--- src/rtl/usbx_pkg.sv ---
package usbx_pkg;

  typedef struct packed {
    logic dir_m;
    logic dir_p;
    logic sw_susp;
    logic sw_spd;
    logic sw_ctl;
    logic gp_en;
    logic uart_en;
    logic enc_dse;
  } cfg_t;

  localparam int CFG_W = $bits(cfg_t);

  typedef enum logic [2:0] {
    M_TX    = 3'd0,
    M_RX    = 3'd1,
    M_UART  = 3'd2,
    M_GPBUF = 3'd3,
    M_WAKE  = 3'd4
  } mode_e;

  typedef struct packed {
    logic dp_oe;
    logic dm_oe;
    logic dp;
    logic dm;
    logic pa_oe;
    logic pb_oe;
    logic pa;
    logic pb;
  } drv_t;

  function automatic logic pick_src(input logic sw, input logic reg_bit, input logic pin);
    return sw ? reg_bit : pin;
  endfunction

  function automatic logic line_se0(input logic dp, input logic dm);
    return !dp && !dm;
  endfunction

  function automatic logic rcv_eval(input logic dp, input logic dm,
                                    input logic susp, input logic prev);
    if (susp)          return 1'b0;
    else if (dp != dm) return dp;
    else               return prev;
  endfunction

  function automatic mode_e mode_eval(input cfg_t c, input logic rx, input logic wake_ok);
    if (c.uart_en)                        return M_UART;
    else if (c.gp_en && c.enc_dse && !rx) return M_GPBUF;
    else if (wake_ok)                     return M_WAKE;
    else if (rx)                          return M_RX;
    else                                  return M_TX;
  endfunction

endpackage

--- src/rtl/usbx_ctl_sel.sv ---
module usbx_ctl_sel
  import usbx_pkg::*;
(
  input  cfg_t cfg,
  input  logic spd_pin,
  input  logic sus_pin,
  input  logic wake_req,
  output logic fs_eff,
  output logic susp_eff,
  output logic wake_ok
);
  always_comb begin
    fs_eff   = pick_src(cfg.sw_ctl, cfg.sw_spd,  spd_pin);
    susp_eff = pick_src(cfg.sw_ctl, cfg.sw_susp, sus_pin);
    wake_ok  = wake_req && susp_eff && fs_eff;
  end
endmodule

--- src/rtl/usbx_rcv_track.sv ---
module usbx_rcv_track
  import usbx_pkg::*;
(
  input  logic clk,
  input  logic rst_n,
  input  logic dp,
  input  logic dm,
  input  logic susp,
  output logic rcv_d,
  output logic rcv_q
);
  assign rcv_d = rcv_eval(dp, dm, susp, rcv_q);

  always_ff @(posedge clk or negedge rst_n) begin
    if (!rst_n) rcv_q <= 1'b0;
    else        rcv_q <= rcv_d;
  end
endmodule

--- src/rtl/usbx_path_mux.sv ---
module usbx_path_mux
  import usbx_pkg::*;
(
  input  mode_e mode,
  input  cfg_t  cfg,
  input  logic  pa_in,
  input  logic  pb_in,
  input  logic  dp_in,
  input  logic  dm_in,
  input  logic  rcv_d,
  output drv_t  drv
);
  always_comb begin
    drv = '0;
    unique case (mode)
      M_TX: begin
        drv.dp_oe = 1'b1;
        drv.dm_oe = 1'b1;
        if (cfg.enc_dse) begin
          drv.dp = pb_in ? 1'b0 : pa_in;
          drv.dm = pb_in ? 1'b0 : !pa_in;
        end else begin
          drv.dp = pa_in;
          drv.dm = pb_in;
        end
      end
      M_RX: begin
        drv.pa_oe = 1'b1;
        drv.pb_oe = 1'b1;
        if (cfg.enc_dse) begin
          drv.pa = rcv_d;
          drv.pb = line_se0(dp_in, dm_in);
        end else begin
          drv.pa = dp_in;
          drv.pb = dm_in;
        end
      end
      M_UART: begin
        drv.pa_oe = 1'b1;
        drv.pa    = dp_in;
        drv.dm_oe = 1'b1;
        drv.dm    = pb_in;
      end
      M_GPBUF: begin
        if (cfg.dir_p) begin
          drv.dp_oe = 1'b1;
          drv.dp    = pa_in;
        end else begin
          drv.pa_oe = 1'b1;
          drv.pa    = dp_in;
        end
        if (cfg.dir_m) begin
          drv.dm_oe = 1'b1;
          drv.dm    = pb_in;
        end else begin
          drv.pb_oe = 1'b1;
          drv.pb    = dm_in;
        end
      end
      M_WAKE: begin
        drv.dp_oe = 1'b1;
        drv.dm_oe = 1'b1;
        drv.dp    = 1'b0;
        drv.dm    = 1'b1;
      end
      default: drv = '0;
    endcase
  end
endmodule

--- src/rtl/usbx_mode_mux.sv ---
module usbx_mode_mux
  import usbx_pkg::*;
(
  input  logic             clk,
  input  logic             rst_n,
  input  logic             cfg_load,
  input  logic [CFG_W-1:0] cfg_word,
  input  logic             dir_rx,
  input  logic             spd_pin,
  input  logic             sus_pin,
  input  logic             wake_req,
  input  logic             pa_in,
  input  logic             pb_in,
  output logic             pa_out,
  output logic             pa_oe,
  output logic             pb_out,
  output logic             pb_oe,
  input  logic             dp_in,
  input  logic             dm_in,
  output logic             dp_out,
  output logic             dp_oe,
  output logic             dm_out,
  output logic             dm_oe,
  output logic             rcv,
  output logic             slew_fs,
  output logic             susp_out
);
  cfg_t  cfg_q;
  mode_e mode;
  logic  fs_eff, susp_eff, wake_ok;
  logic  rcv_d, rcv_q;
  drv_t  drv_d, drv_q;
  logic  fs_q, susp_q;

  always_ff @(posedge clk or negedge rst_n) begin
    if (!rst_n)        cfg_q <= '0;
    else if (cfg_load) cfg_q <= cfg_t'(cfg_word);
  end

  usbx_ctl_sel u_ctl (
    .cfg      (cfg_q),
    .spd_pin  (spd_pin),
    .sus_pin  (sus_pin),
    .wake_req (wake_req),
    .fs_eff   (fs_eff),
    .susp_eff (susp_eff),
    .wake_ok  (wake_ok)
  );

  assign mode = mode_eval(cfg_q, dir_rx, wake_ok);

  usbx_rcv_track u_rcv (
    .clk   (clk),
    .rst_n (rst_n),
    .dp    (dp_in),
    .dm    (dm_in),
    .susp  (susp_eff),
    .rcv_d (rcv_d),
    .rcv_q (rcv_q)
  );

  usbx_path_mux u_mux (
    .mode  (mode),
    .cfg   (cfg_q),
    .pa_in (pa_in),
    .pb_in (pb_in),
    .dp_in (dp_in),
    .dm_in (dm_in),
    .rcv_d (rcv_d),
    .drv   (drv_d)
  );

  always_ff @(posedge clk or negedge rst_n) begin
    if (!rst_n) begin
      drv_q  <= '0;
      fs_q   <= 1'b0;
      susp_q <= 1'b0;
    end else begin
      drv_q  <= drv_d;
      fs_q   <= fs_eff;
      susp_q <= susp_eff;
    end
  end

  assign pa_out   = drv_q.pa;
  assign pa_oe    = drv_q.pa_oe;
  assign pb_out   = drv_q.pb;
  assign pb_oe    = drv_q.pb_oe;
  assign dp_out   = drv_q.dp;
  assign dp_oe    = drv_q.dp_oe;
  assign dm_out   = drv_q.dm;
  assign dm_oe    = drv_q.dm_oe;
  assign rcv      = rcv_q;
  assign slew_fs  = fs_q;
  assign susp_out = susp_q;
endmodule

--- config.mk ---
export PLATFORM = sky130hd
export DESIGN_NAME = usbx_mode_mux
export DESIGN_NICKNAME = d
export VERILOG_FILES = /design/src/rtl/usbx_pkg.sv /design/src/rtl/usbx_ctl_sel.sv /design/src/rtl/usbx_rcv_track.sv /design/src/rtl/usbx_path_mux.sv /design/src/rtl/usbx_mode_mux.sv
export SDC_FILE = /design/constraint.sdc
export NUM_CORES = 1
export LEC_CHECK = 0
export BUFFER_PORTS_ARGS = -buffer_cell sky130_fd_sc_hd__buf_2
export CAP_MARGIN = 20
export CORE_ASPECT_RATIO = 1.1
export CORE_UTILIZATION = 50
export CTS_CLUSTER_SIZE = 14
export DETAILED_ROUTE_END_ITERATION = 8
export GPL_TIMING_DRIVEN = 0
export PLACE_DENSITY_LB_ADDON = 0.2
export SLEW_MARGIN = 30
export SYNTH_ARGS = -nofsm -noshare
export SYNTH_HDL_FRONTEND = slang
export SYNTH_SLANG_ARGS = --single-unit
--- constraint.sdc ---
create_clock -name clk -period 2.45 [get_ports clk]
set_input_delay 0.49 -clock clk [delete_from_list [all_inputs] [get_ports clk]]
set_output_delay 0.49 -clock clk [all_outputs]
set_load 0.05 [all_outputs]
# ---- Yosys cells after proc, flatten, opt, wreduce, memory -nomap -nowiden
# Index checks and enable logic that the tools add are counted.
dict set report op_classes {
  mux 28
  n_eq_ne 5
  n_reduce_logical 13
}
# cell n
set op_table {}
lappend op_table {{1-bit two-way mux} 15}
lappend op_table {{1-bit case mux with 2 select lines} 6}
lappend op_table {{3-bit two-way mux} 3}
lappend op_table {{3-bit by 2-bit equality test with 1-bit output, second input constant} 2}
lappend op_table {{1-bit logical AND} 5}
lappend op_table {{1-bit logical NOT} 4}
lappend op_table {{2-bit two-way mux} 2}
lappend op_table {{1-bit case mux with 4 select lines} 1}
lappend op_table {{2-bit OR reduction} 2}
lappend op_table {{3-bit by 1-bit equality test with 1-bit output, second input constant} 1}
lappend op_table {{3-bit equality test, second input constant} 1}
lappend op_table {{3-bit logical NOT} 1}
lappend op_table {{1-bit case mux with 3 select lines} 1}
lappend op_table {{3-bit OR reduction} 1}
lappend op_table {{1-bit inequality test} 1}
dict set report totals {
  register_bits 19
  output_inout_bits 11
}

# ---- Logic depth before layout (Yosys ltp)
# Gate-level depths: netlist of the first run.
dict set report depth {
  ltp_word 9
  ltp_mapped 5
}

# ---- Cells and area by module
# A second synthesis of the first run with hierarchy kept.
dict set report unflattened {
  hier_cells 73
  area_unflattened_um2 889.6
}
# module instances area_each_um2 cells_each
set modules_own_cells {}
lappend modules_own_cells {usbx_mode_mux 1 615.6 32}
lappend modules_own_cells {usbx_path_mux 1 171.4 29}
lappend modules_own_cells {usbx_rcv_track 1 60.1 5}
lappend modules_own_cells {usbx_ctl_sel 1 42.5 7}

# ---- Worst setup path before layout of the first run
# Ideal clock, no wire load.
dict set report synth_path {
  path_kind {input-to-reg}
  from {input port dp_in}
  to {register drv_q (netlist bit pa_out)}
  path_slack_ps 953
  t_arrival_ps 1413
  path_stages 5
  cell_sequence {inv_1 ha_1 mux2i_1 o32a_1 o22ai_2}
}
# element line_no
set synth_rtl {}
lappend synth_rtl {{start, declared} usbx_mode_mux.sv:18} ;# input logic dp_in,
lappend synth_rtl {{end signal, assigned} usbx_mode_mux.sv:79} ;# drv_q <= drv_d;
lappend synth_rtl {{end, declared} usbx_mode_mux.sv:32} ;# drv_t drv_d, drv_q;

# ---- Worst setup path in the final report of the first run
dict set report layout_path {
  from {register u_rcv.rcv_q}
  to {output port rcv}
}
# element line_no
set layout_rtl {}
lappend layout_rtl {{start, declared} usbx_rcv_track.sv:10} ;# output logic rcv_q
lappend layout_rtl {{start signal, assigned} usbx_rcv_track.sv:16} ;# else rcv_q <= rcv_d;
lappend layout_rtl {{end, declared} usbx_mode_mux.sv:24} ;# output logic rcv,
# No word-level cell between the ends.

==> results.txt, run 1 <==
----------------------------------------------------
[Global route]
  Number of antenna violations at the first check in global routing ... 0
  Global-route wire length before repair ... 2.352 mm
  Largest net degree at the start of global routing ... 20
  GRT Total Usage ... 0.1915
  Vias in the first global route ... 535
  Aggregate global routing overflow ... 0

[Timing]
  Setup slack of the critical path after layout ... 1.050 ns
  Max-slew violation total from the final report ... 0
  Setup total negative slack ... 0 ns
  Clk_skew ... 0.006666 ns
  Maximum achievable frequency ... 714.1 MHz
  Worst-Margin Slew ... 0.4614 ns
  RSZ-0062 raised after global routing ... false
  Relative slew slack ... 0.6924
  Crit path time final ... 1.400 ns
  Share of the clock period used by the worst path ... 0.5715
  Total setup violations reported at the end of the flow ... 0
  Count of final hold-check violations ... 0

[Setup path]
  Critical-path top delay cell ... sky130_fd_sc_hd__dfrtp_1
  Crit-path cells ... buf_2
  Capturing element type of the critical path ... primary output
  Crit path kind ... flip-flop to primary output
  Worst path buffer plus inverter count ... 1
  Largest fanout on the critical path ... 2
  Kind of cell adding the most delay to the critical path ... flip-flops
  Req. time, crit path ... 1.96 ns
  CP arrival ... 0.91 ns
  Delay contributed by the slowest stage of the critical path ... 0.36 ns
  Critical Path Start Type ... flip-flop
  Critical path depth in cells ... 1
  Reg2Reg Depth ... 3

[Routing]
  Post-DRT Antenna Nets ... 0
  Post-detailed-routing wire length ... 1.468 mm
  Remaining DRCs ... 0
  Pre-Repair DR Iteration Count ... 4
  DR iter-0 viols ... 2
  Routed vias ... 617
  Via-to-Cell Ratio ... 5.412
  Detailed-route wire length per cell ... 12.88 um

[Die]
  Number of placement rows ... 15
  Total die area ... 0.001834 mm2
  Initial Utilization ... 0.5349
  Area of the core region ... 0.001558 mm2
  Vert. Die Dim ... 44.82 um
  Top Ports ... 30
  DIE WIDTH ... 40.93 um

[Yosys]
  Multiplexer fraction of the synthesized cell area ... 0.1622
  Predominant post-synthesis flop cell ... sky130_fd_sc_hd__dfrtp_1
  Post-synthesis async set-or-reset flop share ... 1.000
  Compound-Gate Fraction of Synth Area ... 0.1051
  Fraction of post-synthesis cell area in the top cell type by area ... 0.5706
  Post-synthesis share of cell area spent on and, or, nand and nor gates ... 0.1171
  Cells after synthesis ... 65
  Register bit count reported by yosys ... 19
  Portion of the post-synthesis area used by sequential elements ... 0.5706
  Synth area leader ... sky130_fd_sc_hd__dfrtp_1
  Number of synthesized flops with an enable pin ... 0
  Total nets after synthesis ... 85
  Leading cell types by total area after synthesis ... sky130_fd_sc_hd__dfrtp_1 (57%), sky130_fd_sc_hd__mux2_2 (11%), sky130_fd_sc_hd__mux2i_1 (3.6%)
  Adder-cell share of the synthesized area ... 0.01502
  Mapped Area ... 833.3 um2
  Yosys cell types ... 31
  Avg Inst Size Synth ... 12.82 um2
  Xor-xnor portion of the synthesized cell area ... 0
  Largest family of logic cells by synthesized area ... multiplexers
  Synth Warn # ... 0

[Placement]
  Routability-driven placement congestion ratio ... 0.7395
  HPWL reported at the end of detailed placement ... 1.072 mm
  Buffers added on ports ... 28
  Setup Slack @ Placement ... 0.8179 ns

[Clock network]
  CTS root buf ... sky130_fd_sc_hd__clkbuf_4
  Worst-Skew Late Latency ... 0.30 ns
  Hold buffers post-CTS ... 0
  Setup fix buffers added after clock tree synthesis ... 0
  Cts bufs inserted ... 3
  Clock tree buffer depth ... 2
  CTS H-tree depth ... 1
  Clock tree from TritonCTS ... built
  Sink count of the clock tree ... 19
  Reg clk slew, reported paths ... 0.12 ns
  Quantity of gates resized following cts ... 0

[Final layout]
  Most common library cell in the layout ignoring fill and taps ... sky130_fd_sc_hd__buf_2
  Most frequent cells in the layout ... sky130_fd_sc_hd__buf_2 (30), sky130_fd_sc_hd__dfrtp_1 (19), sky130_fd_sc_hd__mux2_2 (8)
  Share of cells above drive strength 1 ... 0.4639
  Ant diodes ... 0
  Syn-to-layout area delta ... 22.67%
  Count of fill cells added during filler insertion ... 133
  Layout Nets ... 118

[Worst hold path]
  Kind of path behind the tightest hold check ... primary input to async pin

[Outcome]
  Outcome ... complete, no violations

[Power and ir drop]
  Peak supply drop ... 0.4352 mV
  Leakage power summed over all cells ... 0.0005121 uW
  Pwr Density ... 690.3 mW/mm2

[Run]
  Max-cap viol count ... 0

----------------------------------------------------
[worst register-to-register path, cell delays in order, from the launching register on]
cell                      delay, ns
sky130_fd_sc_hd__dfrtp_1       0.39
sky130_fd_sc_hd__buf_2         0.17
sky130_fd_sc_hd__or4_4         0.54
sky130_fd_sc_hd__o32ai_1       0.15
[state kept, by name, summed over array words and instances (netlist names)]
register / cells
cfg_q: 8
dm_oe: 1
dm_out: 1
dp_oe: 1
dp_out: 1
pa_oe: 1
pa_out: 1
pb_oe: 1
pb_out: 1
slew_fs: 1
susp_out: 1
u_rcv.rcv_q: 1
[logic make-up (layout without fill, tap and decap cells)]
logic type      after synthesis  in the layout
simple gates                 15             15
mux                          12             12
buf+inv                       6             38
flops                        19             19
fa+ha+maj                     1              1
compound gates               12             12
[per-layer routing]
layer,part of all wire,global-route usage,routed length (um)
met1,0.44,0.2476,650
met2,0.51,0.3000,742
met3,0.043,0.02956,63
met4,0.0082,0.1000,12
met5,0,0,0
[synthesized netlist by cell type, drive strengths merged (2+ instances only)]
| library cell | number |
|---|---|
| inv | 3 |
| dfrtp | 19 |
| o21ai | 4 |
| mux2i | 3 |
| nand2 | 3 |
| buf | 2 |
| mux2 | 9 |
[metrics by stage]
step	cell area (um2)	instances	hold WS, ns	power (uW)	util
6_report	1022	114	0.1038	705.7	0.6562
5_1_grt	1022	114	0.1309	742.1	0.6562
4_1_cts	1022	114	0.1171	708.1	0.6562
3_5_place_dp	994.7	110	0.4429	552.6	0.6386
3_3_place_gp	994.7	110	0.4419	548.8	0.6386
2_1_floorplan	833.3	65	0.1944	499.0	-
[worst paths after layout]
check	startpoint	to	slack, ns
worst min register to register	cfg_q[4]$_DFFE_PN0P_	slew_fs$_DFF_PN0_	0.55
worst max register to register	cfg_q[1]$_DFFE_PN0P_	pb_out$_DFF_PN0_	1.11
min in group clk	cfg_word[6]	cfg_q[6]$_DFFE_PN0P_	0.40
worst max-delay path	u_rcv.rcv_q$_DFF_PN0_	rcv	1.05
max in group asynchronous	rst_n	cfg_q[0]$_DFFE_PN0P_	2.05
worst min-delay path	rst_n	pb_oe$_DFF_PN0_	0.10
[cell type report]
cell class / instances / area (um2) / share of cell area
flip-flops and latches: 19 / 475.5 / 0.4651
multi-input cells: 40 / 332.8 / 0.3256
repair buffers: 28 / 140.1 / 0.1371
clock buffers: 3 / 22.52 / 0.02203
well taps: 17 / 21.27 / 0.02081
plain buffers: 3 / 13.76 / 0.01346
inverters: 3 / 11.26 / 0.01102
clock inverters: 1 / 5.005 / 0.004896
[power by group]
part	total [uW]	internal (uW)	switching (uW)
Sequential	359	345	14.3
Clock	160	60.7	99.6
Combinational	186	62.8	123
Power figures use the tool's default switching activity.
==> run 2: changes to the inputs <==
Settings changed: CORE_UTILIZATION 50 to 47.
Clock period 2.45 ns to 1.4 ns, I/O delays scaled along.
==> results.txt, run 2 (synthesized netlist as in run 1, its figures left out) <==
----------------------------------------------------
[Die]
  Initial Utilization ... 0.5163 (-0.01866)
  Top Ports ... 30 (unchanged)
  Number of placement rows ... 15 (unchanged)
  DIE WIDTH ... 42.15 um (+3.0%)
  Vert. Die Dim ... 46.16 um (+3.0%)
  Area of the core region ... 0.001614 mm2 (+3.6%)
  Total die area ... 0.001945 mm2 (+6.1%)

[Routing]
  Routed vias ... 625 (+1.3%)
  DR iter-0 viols ... 6 (+4)
  Remaining DRCs ... 0 (unchanged)
  Via-to-Cell Ratio ... 5.435 (+0.42%)
  DRT met1 WL ... 644 um (-0.92%)
  Routed wl met2 ... 774 um (+4.3%)
  Met3 wire length ... 64 um (+1.6%)
  Post-DRT Antenna Nets ... 0 (unchanged)
  Detailed-route wire length per cell ... 13.09 um (+1.6%)
  Pre-Repair DR Iteration Count ... 4 (unchanged)
  Post-detailed-routing wire length ... 1.505 mm (+2.5%)
  Uppermost routed layer ... met4

[Global route]
  Vias in the first global route ... 591 (+10%)
  Aggregate global routing overflow ... 0 (unchanged)
  Largest net degree at the start of global routing ... 20 (unchanged)
  Global-route wire length before repair ... 2.553 mm (+8.5%)
  GRT Total Usage ... 0.1768 (-0.01464)
  Number of antenna violations at the first check in global routing ... 0 (unchanged)

[Clock network]
  Worst-Skew Late Latency ... 0.29 ns (about the same)
  Sink count of the clock tree ... 19 (unchanged)
  Reg clk slew, reported paths ... 0.11 ns (about the same)
  Quantity of gates resized following cts ... 0 (unchanged)
  Clock tree from TritonCTS ... built
  Clock tree buffer depth ... 2 (unchanged)
  CTS H-tree depth ... 1 (unchanged)
  Setup fix buffers added after clock tree synthesis ... 0 (unchanged)
  Cts bufs inserted ... 3 (unchanged)
  CTS root buf ... sky130_fd_sc_hd__clkbuf_4

[Power and ir drop]
  Leakage power summed over all cells ... 0.0005163 uW (+0.82%)
  Power consumption ... 1231 uW (+74%)
  Clock power frac ... 0.222 (-0.005)
  Proportion of total power due to net switching ... 0.3329 (-0.003395)
  Comb power frac ... 0.267 (+0.003)
  Pwr Density ... 1192 mW/mm2 (+73%)
  Sequential power share ... 0.511 (+0.002)
  Total internal power ... 821.2 uW (+75%)
  Peak supply drop ... 0.6975 mV (+60%)
  Switching pwr ... 409.7 uW (+73%)

[Final layout]
  Largest register FFs ... 8 (unchanged)
  Ant diodes ... 0 (unchanged)
  Syn-to-layout area delta ... 23.87%
  Layout Nets ... 119 (+0.85%)
  Most common library cell in the layout ignoring fill and taps ... sky130_fd_sc_hd__buf_2
  Share of cells above drive strength 1 ... 0.4592 (-0.004734)
  Fraction of the core area covered by cells at the end of the flow ... 0.6395 (-0.01669)
  Register with the most flip-flops ... cfg_q
  Most frequent cells in the layout ... sky130_fd_sc_hd__buf_2 (30), sky130_fd_sc_hd__dfrtp_1 (19), sky130_fd_sc_hd__mux2_2 (8)

[Setup path]
  Start of the worst register-to-register path ... cfg_q[1]$_DFFE_PN0P_
  Largest fanout on the critical path ... 10 (+8)
  Capturing element type of the critical path ... flip-flop
  Critical Path Start Type ... flip-flop
  Register-to-register setup slack ... 0.06 ns (-1.05 ns)
  Worst flop-to-flop path endpoint ... pb_out$_DFF_PN0_
  Capture point of the critical path ... pb_out$_DFF_PN0_
  Launching instance or port of the critical path ... cfg_q[1]$_DFFE_PN0P_
  Crit path kind ... flip-flop to flip-flop
  Reg2Reg Depth ... 3 (unchanged)
  CP arrival ... 1.53 ns (+0.62 ns)
  Req. time, crit path ... 1.59 ns (-0.37 ns)

[Worst hold path]
  Kind of path behind the tightest hold check ... primary input to flip-flop

[Timing]
  RSZ-0062 raised after global routing ... false
  Share of the clock period used by the worst path ... 0.9561
  Clk_skew ... 0.003709 ns (-0.002957 ns)
  Count of final hold-check violations ... 0 (unchanged)
  Relative slew slack ... 0.7131 (+0.02069)
  Crit path time final ... 1.339 ns
  Total setup violations reported at the end of the flow ... 0 (unchanged)
  Max-slew violation total from the final report ... 0 (unchanged)
  Worst-Margin Slew ... 0.4304 ns (-0.03104 ns)
  Maximum achievable frequency ... 747.1 MHz

[Placement]
  HPWL reported at the end of detailed placement ... 1.076 mm (+0.35%)
  Routability-driven placement congestion ratio ... 0.7674 (+3.8%)
  Buffers added on ports ... 28 (unchanged)

[Outcome]
  Outcome ... complete, no violations

[Run]
  Max-cap viol count ... 0 (unchanged)

----------------------------------------------------
==> run 2: per-stage QoR <==
step,hold slack (ns),cells,setup TNS (ns),cell area [um2],worst slack (ns)
2_1_floorplan,-0.01559,65,0,833.3,0.1099
3_3_place_gp,0.2326,110,-0.02649,994.7,-0.02649
3_5_place_dp,0.2404,110,-0.02514,994.7,-0.02514
4_1_cts,0.1885,115,0,1032,0.05040
5_1_grt,0.2079,115,0,1032,0.01273
6_report,0.1906,115,0,1032,0.06146
==> run 2: worst min-delay path by stage <==
stage                     slack, ns  depth (start not counted)         from              endpoint
after floorplan               -0.02                          0        rst_n  cfg_q[0]$_DFFE_PN0P_
after global placement         0.23                          1        rst_n       dm_oe$_DFF_PN0_
after detailed placement       0.24                          1        rst_n      pb_out$_DFF_PN0_
after CTS                      0.19                          3  cfg_word[6]  cfg_q[6]$_DFFE_PN0P_
after global routing           0.21                          2  cfg_word[4]  cfg_q[4]$_DFFE_PN0P_
final                          0.19                          3  cfg_word[6]  cfg_q[6]$_DFFE_PN0P_
==> run 2: power groups by stage <==
stage          registers, uW  clock network [uW]  logic (uW)
6_report                 629                 273         328
4_1_cts                  629                 279         330
5_1_grt                  636                 296         352
2_1_floorplan            758                   0         115
3_3_place_gp             638                   0         322
3_5_place_dp             641                   0         326
==> run 2: per-layer routing <==
metal	track usage	vias up
met4	0.07500	0
li1	-	305
met3	0.02353	4
met2	0.3188	23
met5	0	-
met1	0.2177	293
==> run 2: area by class of cell <==
cell class | instances | area [um2]
fill | 135 | 581.8
multi-input combinational | 40 | 332.8
timing repair buffer | 29 | 150.1
clock inverter | 1 | 5.005
clock buffer | 3 | 22.52
sequential | 19 | 475.5
buffer | 3 | 13.76
tap | 17 | 21.27
inverter | 3 | 11.26
==> run 2: worst max-delay path, cell delays in order (launching register included) <==
cell and delay [ns]:
sky130_fd_sc_hd__dfrtp_1 0.38, sky130_fd_sc_hd__buf_2 0.17, sky130_fd_sc_hd__or4_4 0.53, sky130_fd_sc_hd__o32ai_1 0.15
==> run 2: timing repair <==
item	in CTS	in global routing
hold endpoints to repair	19	0
hold buffers	1	0
endpoints found under the setup margin	0	0
==> run 3: changes to the inputs <==
Settings changed: CORE_ASPECT_RATIO 1.1 to default.
==> results.txt, run 3 (synthesized netlist as in run 1, its figures left out) <==
----------------------------------------------------
[Global route]
  Number of antenna violations at the first check in global routing ... 0 (unchanged)
  Largest net degree at the start of global routing ... 20 (unchanged)
  Global-route wire length before repair ... 2.463 mm (-3.5%)
  Aggregate global routing overflow ... 0 (unchanged)
  GRT Total Usage ... 0.1724 (-0.004410)
  Vias in the first global route ... 560 (-5.2%)

[Setup path]
  Critical Path Start Type ... flip-flop
  Largest fanout on the critical path ... 10 (unchanged)
  Delay contributed by the slowest stage of the critical path ... 0.53 ns (about the same)
  Req. time, crit path ... 1.59 ns (about the same)
  Reg2Reg Depth ... 3 (unchanged)
  Worst flop-to-flop path endpoint ... pb_out$_DFF_PN0_
  Kind of cell adding the most delay to the critical path ... simple AND/OR/NAND/NOR gates
  Crit path kind ... flip-flop to flip-flop
  Capturing element type of the critical path ... flip-flop
  CP arrival ... 1.52 ns (about the same)
  Register-to-register setup slack ... 0.06 ns (about the same)
  Worst path buffer plus inverter count ... 1 (unchanged)
  Crit-path cells ... buf_4 > or4_4 > o32ai_1
  Critical-path top delay cell ... sky130_fd_sc_hd__or4_4
  Start of the worst register-to-register path ... cfg_q[1]$_DFFE_PN0P_

[Die]
  Total die area ... 0.001945 mm2 (about the same)
  Vert. Die Dim ... 44.11 um (-4.5%)
  Initial Utilization ... 0.5286 (+0.01229)
  Area of the core region ... 0.001577 mm2 (-2.3%)
  Number of placement rows ... 14 (-1)
  Top Ports ... 30 (unchanged)
  DIE WIDTH ... 44.11 um (+4.7%)

[Run]
  Max-cap viol count ... 0 (unchanged)

[Placement]
  Area of placed instances ... 993.5 um2 (-0.13%)
  HPWL reported at the end of detailed placement ... 1.107 mm (+2.9%)
  Buffers added on ports ... 28 (unchanged)
  Routability-driven placement congestion ratio ... 0.6967 (-9.2%)

[Clock network]
  Clock tree buffer depth ... 2 (unchanged)
  CTS root buf ... sky130_fd_sc_hd__clkbuf_4
  Sink count of the clock tree ... 19 (unchanged)
  Worst-Skew Late Latency ... 0.29 ns (about the same)
  Reg clk slew, reported paths ... 0.12 ns (about the same)
  Cts bufs inserted ... 3 (unchanged)
  Clock tree from TritonCTS ... built
  CTS H-tree depth ... 1 (unchanged)

[Final layout]
  Syn-to-layout area delta ... 24.02%
  Count of fill cells added during filler insertion ... 136 (+0.74%)
  Most common library cell in the layout ignoring fill and taps ... sky130_fd_sc_hd__buf_2
  Largest register FFs ... 8 (unchanged)
  Share of cells above drive strength 1 ... 0.4592 (unchanged)
  Layout Nets ... 119 (unchanged)
  Post-route standard cell area excluding fillers ... 0.001033 mm2 (+0.12%)
  Most frequent cells in the layout ... sky130_fd_sc_hd__buf_2 (29), sky130_fd_sc_hd__dfrtp_1 (19), sky130_fd_sc_hd__mux2_2 (8)
  Ant diodes ... 0 (unchanged)
  Register with the most flip-flops ... cfg_q

[Timing]
  Clk_skew ... 0.01557 ns (+0.01186 ns)
  Share of the clock period used by the worst path ... 0.9538 (-0.002273)
  Maximum achievable frequency ... 748.9 MHz (+0.24%)
  Relative slew slack ... 0.7140 (+0.0009670)
  Max-slew violation total from the final report ... 0 (unchanged)
  Count of final hold-check violations ... 0 (unchanged)
  RSZ-0062 raised after global routing ... false
  Total setup violations reported at the end of the flow ... 0 (unchanged)
  Setup total negative slack ... 0 ns (unchanged)
  Crit path time final ... 1.335 ns (-0.003182 ns)
  Worst-Margin Slew ... 0.4289 ns (-0.001450 ns)

[Worst hold path]
  Endpoint of the worst hold-timing path ... cfg_q[6]$_DFFE_PN0P_
  Kind of path behind the tightest hold check ... primary input to flip-flop
  Min-delay src ... cfg_word[6]
  Number of instances on the worst hold path ... 3 (unchanged)

[Routing]
  Routed vias ... 602 (-3.7%)
  DR iter-0 viols ... 10 (+4)
  Post-detailed-routing wire length ... 1.447 mm (-3.9%)
  Remaining DRCs ... 0 (unchanged)
  Detailed-route wire length per cell ... 12.69 um (-3.0%)
  Via-to-Cell Ratio ... 5.281 (-2.8%)
  Post-DRT Antenna Nets ... 0 (unchanged)
  Pre-Repair DR Iteration Count ... 5 (+1)

[Power and ir drop]
  Leakage power summed over all cells ... 0.0005172 uW (+0.17%)
  Pwr Density ... 1186 mW/mm2 (-0.50%)
  Peak supply drop ... 0.6815 mV (-2.3%)

[Outcome]
  Outcome ... complete, no violations

----------------------------------------------------
## run 3: routing by layer
| metal | share of wire | routed length, um | GRT usage |
|---|---|---|---|
| met2 | 0.49 | 702 | 0.2971 |
| met3 | 0.055 | 79 | 0.04082 |
| met1 | 0.45 | 651 | 0.2133 |
| met4 | 0.0090 | 13 | 0.05455 |
| met5 | 0 | 0 | 0 |
## run 3: worst max-delay path by stage
stage	slack, ns	startpoint	cells past startpoint	endpoint
after global routing	0.005	cfg_q[1]$_DFFE_PN0P_	3	pb_out$_DFF_PN0_
after global placement	-0.02	dp_in	6	pa_out$_DFF_PN0_
after detailed placement	-0.01	dp_in	6	pa_out$_DFF_PN0_
after floorplan	0.11	u_rcv.rcv_q$_DFF_PN0_	3	pa_out$_DFF_PN0_
final	0.06	cfg_q[1]$_DFFE_PN0P_	3	pb_out$_DFF_PN0_
after CTS	0.04	cfg_q[1]$_DFFE_PN0P_	3	pb_out$_DFF_PN0_
## run 3: report_power, final
| group | internal (uW) | switching, uW | total (uW) | leakage, uW |
|---|---|---|---|---|
| Sequential | 603 | 24.7 | 628 | 0.000229 |
| Clock | 106 | 163 | 270 | 0.0000177 |
| Combinational | 113 | 215 | 329 | 0.000271 |
## run 3: repair_timing
item / in CTS / in global routing
hold buffers: 1 / 0
resized for setup: 0 / 2
buffers inserted: 0 / 0
endpoints found under the setup margin: 0 / 1
endpoints found under the hold margin: 19 / 0
## run 3: stage by stage
stage          power, uW  setup slack [ns]    util  hold WS, ns  instances
2_1_floorplan      873.3            0.1099       -     -0.01559         65
3_5_place_dp       967.1          -0.01145  0.6302       0.2376        109
4_1_cts             1242           0.04267  0.6540       0.1751        114
3_3_place_gp       960.7          -0.01807  0.6302       0.2304        109
6_report            1226           0.06465  0.6556       0.1814        114
5_1_grt             1289          0.005322  0.6556       0.1810        114
## run 3: worst min-delay path: stages
cell and delay, ns:
sky130_fd_sc_hd__buf_2 0.07, sky130_fd_sc_hd__nand2_1 0.04, sky130_fd_sc_hd__o21ai_0 0.05
## run 3: cell type report
type | instances | area (um2) | area share
well taps | 16 | 20.02 | 0.01937
inverters | 3 | 11.26 | 0.01090
clock inverters | 1 | 5.005 | 0.004843
multi-input cells | 40 | 332.8 | 0.3220
repair buffers | 29 | 150.1 | 0.1453
clock buffers | 3 | 22.52 | 0.02179
plain buffers | 3 | 16.27 | 0.01574
flip-flops and latches | 19 | 475.5 | 0.4600
